**src/rtl/status_led_blinker.sv**
```systemverilog
module status_led_blinker #(
  parameter int unsigned SLOT_CYCLES = 17_500_000,
  parameter int unsigned FAST_CYCLES = 8_620_690
) (
  input  logic       clk,
  input  logic       rst_n,
  input  logic [2:0] state_code,
  input  logic       fpga_done,
  input  logic       user_led,
  output logic       led
);
  localparam int unsigned SW = $clog2(SLOT_CYCLES + 1);
  localparam int unsigned FW = $clog2(FAST_CYCLES + 1);
  localparam logic [SW-1:0] SLOT_LAST = SW'(SLOT_CYCLES - 1);
  localparam logic [FW-1:0] FAST_LAST = FW'(FAST_CYCLES - 1);

  logic [2:0]    st_q;
  logic [2:0]    slot;
  logic [SW-1:0] cnt;
  logic [FW-1:0] fcnt;
  logic          fph;
  logic [3:0]    on_slots;
  logic          restart, slot_tick, fast_tick, pat;

  assign restart   = state_code != st_q;
  assign slot_tick = cnt == SLOT_LAST;
  assign fast_tick = fcnt == FAST_LAST;

  always_comb begin
    case (st_q)
      3'd1:    on_slots = 4'd5;
      3'd2:    on_slots = 4'd4;
      3'd3:    on_slots = 4'd3;
      3'd4:    on_slots = 4'd2;
      3'd5:    on_slots = 4'd1;
      default: on_slots = 4'd0;
    endcase
  end

  assign pat = (st_q == 3'd0) ? fph : ({1'b0, slot} < on_slots);

  always_ff @(posedge clk) begin
    if (!rst_n) begin
      st_q <= 3'd7;
      cnt  <= '0;
      slot <= '0;
      fcnt <= '0;
      fph  <= 1'b1;
      led  <= 1'b0;
    end else begin
      led <= fpga_done ? user_led : pat;
      if (restart) begin
        st_q <= state_code;
        cnt  <= '0;
        slot <= '0;
        fcnt <= '0;
        fph  <= 1'b1;
      end else begin
        cnt  <= slot_tick ? '0 : cnt + 1'b1;
        slot <= slot + {2'b00, slot_tick};
        fcnt <= fast_tick ? '0 : fcnt + 1'b1;
        fph  <= fph ^ fast_tick;
      end
    end
  end

  a_r8_user_follow: assert property (@(posedge clk) disable iff (!rst_n)
    fpga_done |=> led == $past(user_led));

  a_r7_spare_dark: assert property (@(posedge clk) disable iff (!rst_n)
    (!fpga_done && st_q[2:1] == 2'b11) |=> !led);

  a_r9_restart: assert property (@(posedge clk) disable iff (!rst_n)
    restart |=> (slot == 3'd0 && cnt == '0 && fcnt == '0 && fph));

  a_r2_slot_hold: assert property (@(posedge clk) disable iff (!rst_n)
    (!restart && !slot_tick) |=> $stable(slot));

  a_r1_phase_hold: assert property (@(posedge clk) disable iff (!rst_n)
    (!restart && !fast_tick) |=> $stable(fph));

  a_r2_count_bound: assert property (@(posedge clk) disable iff (!rst_n)
    cnt <= SLOT_LAST);
endmodule

```
**config.mk**
```make
export PLATFORM = sky130hd
export DESIGN_NAME = status_led_blinker
export DESIGN_NICKNAME = d
export VERILOG_FILES = /design/src/rtl/status_led_blinker.sv
export SDC_FILE = /design/constraint.sdc
export NUM_CORES = 1
export LEC_CHECK = 0
export ABC_AREA = 1
export CELL_PAD_IN_SITES_DETAIL_PLACEMENT = 1
export CELL_PAD_IN_SITES_GLOBAL_PLACEMENT = 2
export CORE_ASPECT_RATIO = 0.75
export CORE_MARGIN = 3
export CORE_UTILIZATION = 35
export DETAILED_ROUTE_END_ITERATION = 10
export HOLD_SLACK_MARGIN = 0.02
export PLACE_DENSITY_LB_ADDON = 0.1
export REMOVE_ABC_BUFFERS = 1
export SYNTH_ARGS = -nofsm -noshare
export SYNTH_HDL_FRONTEND = slang
export SYNTH_SLANG_ARGS = --single-unit
export TNS_END_PERCENT = 5
```
**constraint.sdc**
```tcl
create_clock -name clk -period 2 [get_ports clk]
set_clock_uncertainty 0.05 [all_clocks]
set_input_delay 0.4 -clock clk [delete_from_list [all_inputs] [get_ports clk]]
set_output_delay 0.4 -clock clk [all_outputs]
set_load 0.02 [all_outputs]
```
==> flow_results.xml <==
<?xml version="1.0" encoding="UTF-8"?>
<metrics>
  <group name="synth">
    <metric name="synth_async_sr_flop_share" unit="">0</metric>
    <metric name="yosys.area_share.adder" unit="">0.0279</metric>
    <metric name="synth_compound_gate_area_share" unit="">0.0841</metric>
    <metric name="synthesis.instances" unit="">474</metric>
    <metric name="synth_edf_count" unit="">0</metric>
    <metric name="combinational_family_with_the_most_area_after_synthesis" unit="">simple AND/OR/NAND/NOR gates</metric>
    <metric name="netlist_top_cells_area" unit="">dfxtp_1, nand2_1, nor2_1</metric>
    <metric name="synth.yosys.seq_area_share" unit="">0.363</metric>
    <metric name="synthesis.area" unit="sq mm">0.00314</metric>
    <metric name="synth_seq_cells" unit="">57</metric>
    <metric name="synth_xor_xnor_area_share" unit="">0.0502</metric>
    <metric name="synth_top_area_frac" unit="">0.363</metric>
    <metric name="yosysTopAreaCell" unit="">dfxtp_1</metric>
    <metric name="synth_most_common_cell" unit="">nand2_1</metric>
    <metric name="synth.lib_cells_used.distinct" unit="">27</metric>
    <metric name="post_synth_mux_area_share" unit="">0</metric>
    <metric name="dominantRegCellSynth" unit="">dfxtp_1</metric>
    <metric name="synth_common_cells" unit="">nand2_1, nor2_1, dfxtp_1</metric>
    <metric name="synthSimpleGateAreaFrac" unit="">0.398</metric>
    <metric name="postSynthAreaPerCell" unit="sq um">6.62</metric>
    <metric name="synthesis.yosys.warnings" unit="">0</metric>
  </group>
  <group name="global_route">
    <metric name="grt.total_usage" unit="">0.197</metric>
    <metric name="via_count_of_the_first_global_routing_pass" unit="">3088</metric>
    <metric name="globalRouteOverflowTotal" unit="">0</metric>
    <metric name="global_route_wire_length_before_repair" unit="mm">15.1</metric>
    <metric name="grt_antenna_before_repair" unit="">0</metric>
    <metric name="largest_net_degree_at_the_start_of_global_routing" unit="">25</metric>
  </group>
  <group name="setup_path">
    <metric name="ff2ff_path_depth" unit="">8</metric>
    <metric name="cp-start-kind" unit="">flip-flop</metric>
    <metric name="worstPathMaxFanout" unit="">4</metric>
    <metric name="critical-path-slowest-cell" unit="">dfxtp_1</metric>
    <metric name="worst_ep_required_time" unit="ps">2180</metric>
    <metric name="reg2reg_setup_slack" unit="ps">230</metric>
    <metric name="worstReg2RegStart" unit="">cnt[6]$_SDFF_PP0_</metric>
    <metric name="critical_path.max_stage_delay" unit="ps">390</metric>
    <metric name="worst_setup_path_endpoint" unit="">slot[2]$_SDFF_PP0_</metric>
    <metric name="worst_setup_path_startpoint" unit="">cnt[6]$_SDFF_PP0_</metric>
    <metric name="critPathTopFamily" unit="">simple AND/OR/NAND/NOR gates</metric>
    <metric name="cp.buffers_inverters" unit="">1</metric>
    <metric name="r2r-end" unit="">slot[2]$_SDFF_PP0_</metric>
    <metric name="arrival" unit="ps">1940</metric>
    <metric name="worstPathCellList" unit="">inv_1, nor4_1, nand4_1, nor2_1, ha_1, ha_1, xnor2_1, nor2_1</metric>
    <metric name="timing_worst_setup_path_type" unit="">reg2reg</metric>
    <metric name="timing.critical_path.depth" unit="">8</metric>
    <metric name="crit_path_end_kind" unit="">flip-flop</metric>
  </group>
  <group name="status">
    <metric name="outcome" unit="">completed</metric>
  </group>
  <group name="die">
    <metric name="core_region_area" unit="sq mm">0.00860</metric>
    <metric name="design.portCount" unit="">8</metric>
    <metric name="die-height" unit="um">88.0</metric>
    <metric name="floorplan.die_area" unit="sq mm">0.0102</metric>
    <metric name="floorplan.initialDensity" unit="">0.365</metric>
    <metric name="std_cell_rows" unit="">29</metric>
    <metric name="fp.dieW" unit="um">115</metric>
  </group>
  <group name="cts">
    <metric name="clk_pin_slew" unit="ps">50</metric>
    <metric name="cts-resized-gates" unit="">0</metric>
    <metric name="clock-sinks" unit="">57</metric>
    <metric name="cts_hold_buf" unit="">0</metric>
    <metric name="cts_max_path_bufs" unit="">2</metric>
    <metric name="numCtsBuffers" unit="">9</metric>
    <metric name="worst_skew_pair.late_latency" unit="ps">340</metric>
    <metric name="tritoncts" unit="">built</metric>
    <metric name="post_cts_buffers" unit="">0</metric>
    <metric name="clock_root_buffer_master" unit="">clkbuf_16</metric>
    <metric name="depth_of_the_cts_h_tree" unit="">3</metric>
  </group>
  <group name="sta">
    <metric name="min_period" unit="ps">1770</metric>
    <metric name="rsz0062_at_grt" unit="">false</metric>
    <metric name="setup-violations-final" unit="">0</metric>
    <metric name="worst_slew_pin_slew" unit="ps">363</metric>
    <metric name="timing.final.crit_share" unit="">0.884</metric>
    <metric name="hold_violations" unit="">0</metric>
    <metric name="final_worst_setup_slack" unit="ps">233</metric>
    <metric name="fmaxAchievable" unit="MHz">566</metric>
    <metric name="worst_slew_margin_rel" unit="">0.756</metric>
    <metric name="drv_slew" unit="">0</metric>
    <metric name="setup_tns" unit="ps">0</metric>
  </group>
  <group name="final_layout">
    <metric name="drive_above_1_share" unit="">0.114</metric>
    <metric name="layout-area-overhead-vs-synth" unit="%">18.1</metric>
    <metric name="fin_nets" unit="">509</metric>
    <metric name="post-route-util" unit="">0.431</metric>
    <metric name="multi_input_comb_area" unit="sq mm">0.00176</metric>
    <metric name="antenna_cells_inserted" unit="">0</metric>
    <metric name="nFillCells" unit="">1136</metric>
    <metric name="reg_area" unit="sq mm">0.00114</metric>
  </group>
  <group name="pwr">
    <metric name="total_power" unit="uW">2930</metric>
    <metric name="power_per_cell_area" unit="mW/mm^2">790</metric>
    <metric name="power_leakage" unit="uW">0.00119</metric>
    <metric name="vdd_drop_max" unit="uV">620</metric>
  </group>
  <group name="drt">
    <metric name="drtAntennaViolNets" unit="">0</metric>
    <metric name="finalWirelength" unit="mm">8.92</metric>
    <metric name="detail_route.drc_violations" unit="">0</metric>
    <metric name="num_vias" unit="">2981</metric>
    <metric name="vias_per_cell" unit="">4.90</metric>
    <metric name="drt-pass1-iter-count" unit="">4</metric>
    <metric name="drt_iter0_markers" unit="">144</metric>
    <metric name="drt-wirelength-per-cell" unit="um">14.7</metric>
  </group>
  <group name="placed_design">
    <metric name="count_of_buffers_from_port_buffering" unit="">7</metric>
    <metric name="dp_hpwl" unit="mm">7.00</metric>
    <metric name="place_ws" unit="ps">68.5</metric>
    <metric name="place_congestion" unit="">0.812</metric>
  </group>
  <group name="job">
    <metric name="max_cap_viol_count" unit="">0</metric>
  </group>
  <group name="worst_hold_path">
    <metric name="worstHoldPathType" unit="">reg2reg</metric>
  </group>
</metrics>
-- layer usage --
layer | GRT usage | vias to the layer above | wire [um]
met3 | 0.0670 | 8 | 332
met1 | 0.281 | 1414 | 4910
met2 | 0.284 | 37 | 3590
met4 | 0.0512 | 0 | 90
met5 | 0 | - | 0
li1 | - | 1522 | -
-- cell type report --
| cell class | instances | area share |
|---|---|---|
| Sequential cell | 57 | 0.308 |
| Inverter | 52 | 0.0526 |
| Timing Repair Buffer | 14 | 0.0398 |
| Clock buffer | 11 | 0.0682 |
| Tap cell | 108 | 0.0364 |
| Clock inverter | 5 | 0.0209 |
| Multi-Input combinational cell | 361 | 0.474 |
-- through the flow --
stage          instance area (sq um)  hold slack, ps  std cells
6_report                        3710             422        608
5_1_grt                         3710             433        608
4_1_cts                         3710             425        608
3_5_place_dp                    3380             415        592
3_3_place_gp                    3380             397        592
2_1_floorplan                   3090             383        470
-- how the worst min path moves through the flow --
stage,startpoint,end,cells past startpoint
4_1_cts,cnt[24]$_SDFF_PP0_,cnt[24]$_SDFF_PP0_,2
5_1_grt,cnt[24]$_SDFF_PP0_,cnt[24]$_SDFF_PP0_,2
6_report,cnt[24]$_SDFF_PP0_,cnt[24]$_SDFF_PP0_,2
3_5_place_dp,cnt[24]$_SDFF_PP0_,cnt[24]$_SDFF_PP0_,2
2_1_floorplan,fcnt[0]$_SDFF_PP0_,fcnt[0]$_SDFF_PP0_,1
3_3_place_gp,cnt[24]$_SDFF_PP0_,cnt[24]$_SDFF_PP0_,2
-- power breakdown --
part	switching (uW)	internal, uW	leakage (uW)
Clock	543	1150	0.000162
Combinational	48.6	35.9	0.000564
Sequential	5.33	1140	0.000460
-- layout by cell type (no fill, tap or decap), drive strengths merged, types with 8 or more instances in the layout --
cell,n
nand4,11
nand3,26
inv,52
a21oi,28
nand2,140
nor2,109
dfxtp,57
o21ai,8
xnor2,11
clkbuf,11
-- worst register-to-register path: stages (launching register included) --
cell and delay, ps:
dfxtp_1 390, inv_1 90, nor4_1 340, nand4_1 160
nor2_1 150, ha_1 160, ha_1 150, xnor2_1 110
nor2_1 60
-- flip-flops by register name, indices dropped and copies added, names as in the netlist --
signal,cells
slot,3
fph,1
fcnt,24
st_q,3
cnt,25
led,1
-- logic make-up (layout without fill, tap and decap cells) --
kind of cell / count (synthesis) / in the layout
AOI/OAI and AO/OA: 38 / 38
xor gates and xnor gates: 18 / 18
adders and majority gates: 7 / 7
buffers and inverters: 56 / 82
DFF: 57 / 57
and+or+nand+nor: 298 / 298
No activity file was read; power rests on OpenSTA's default activity.
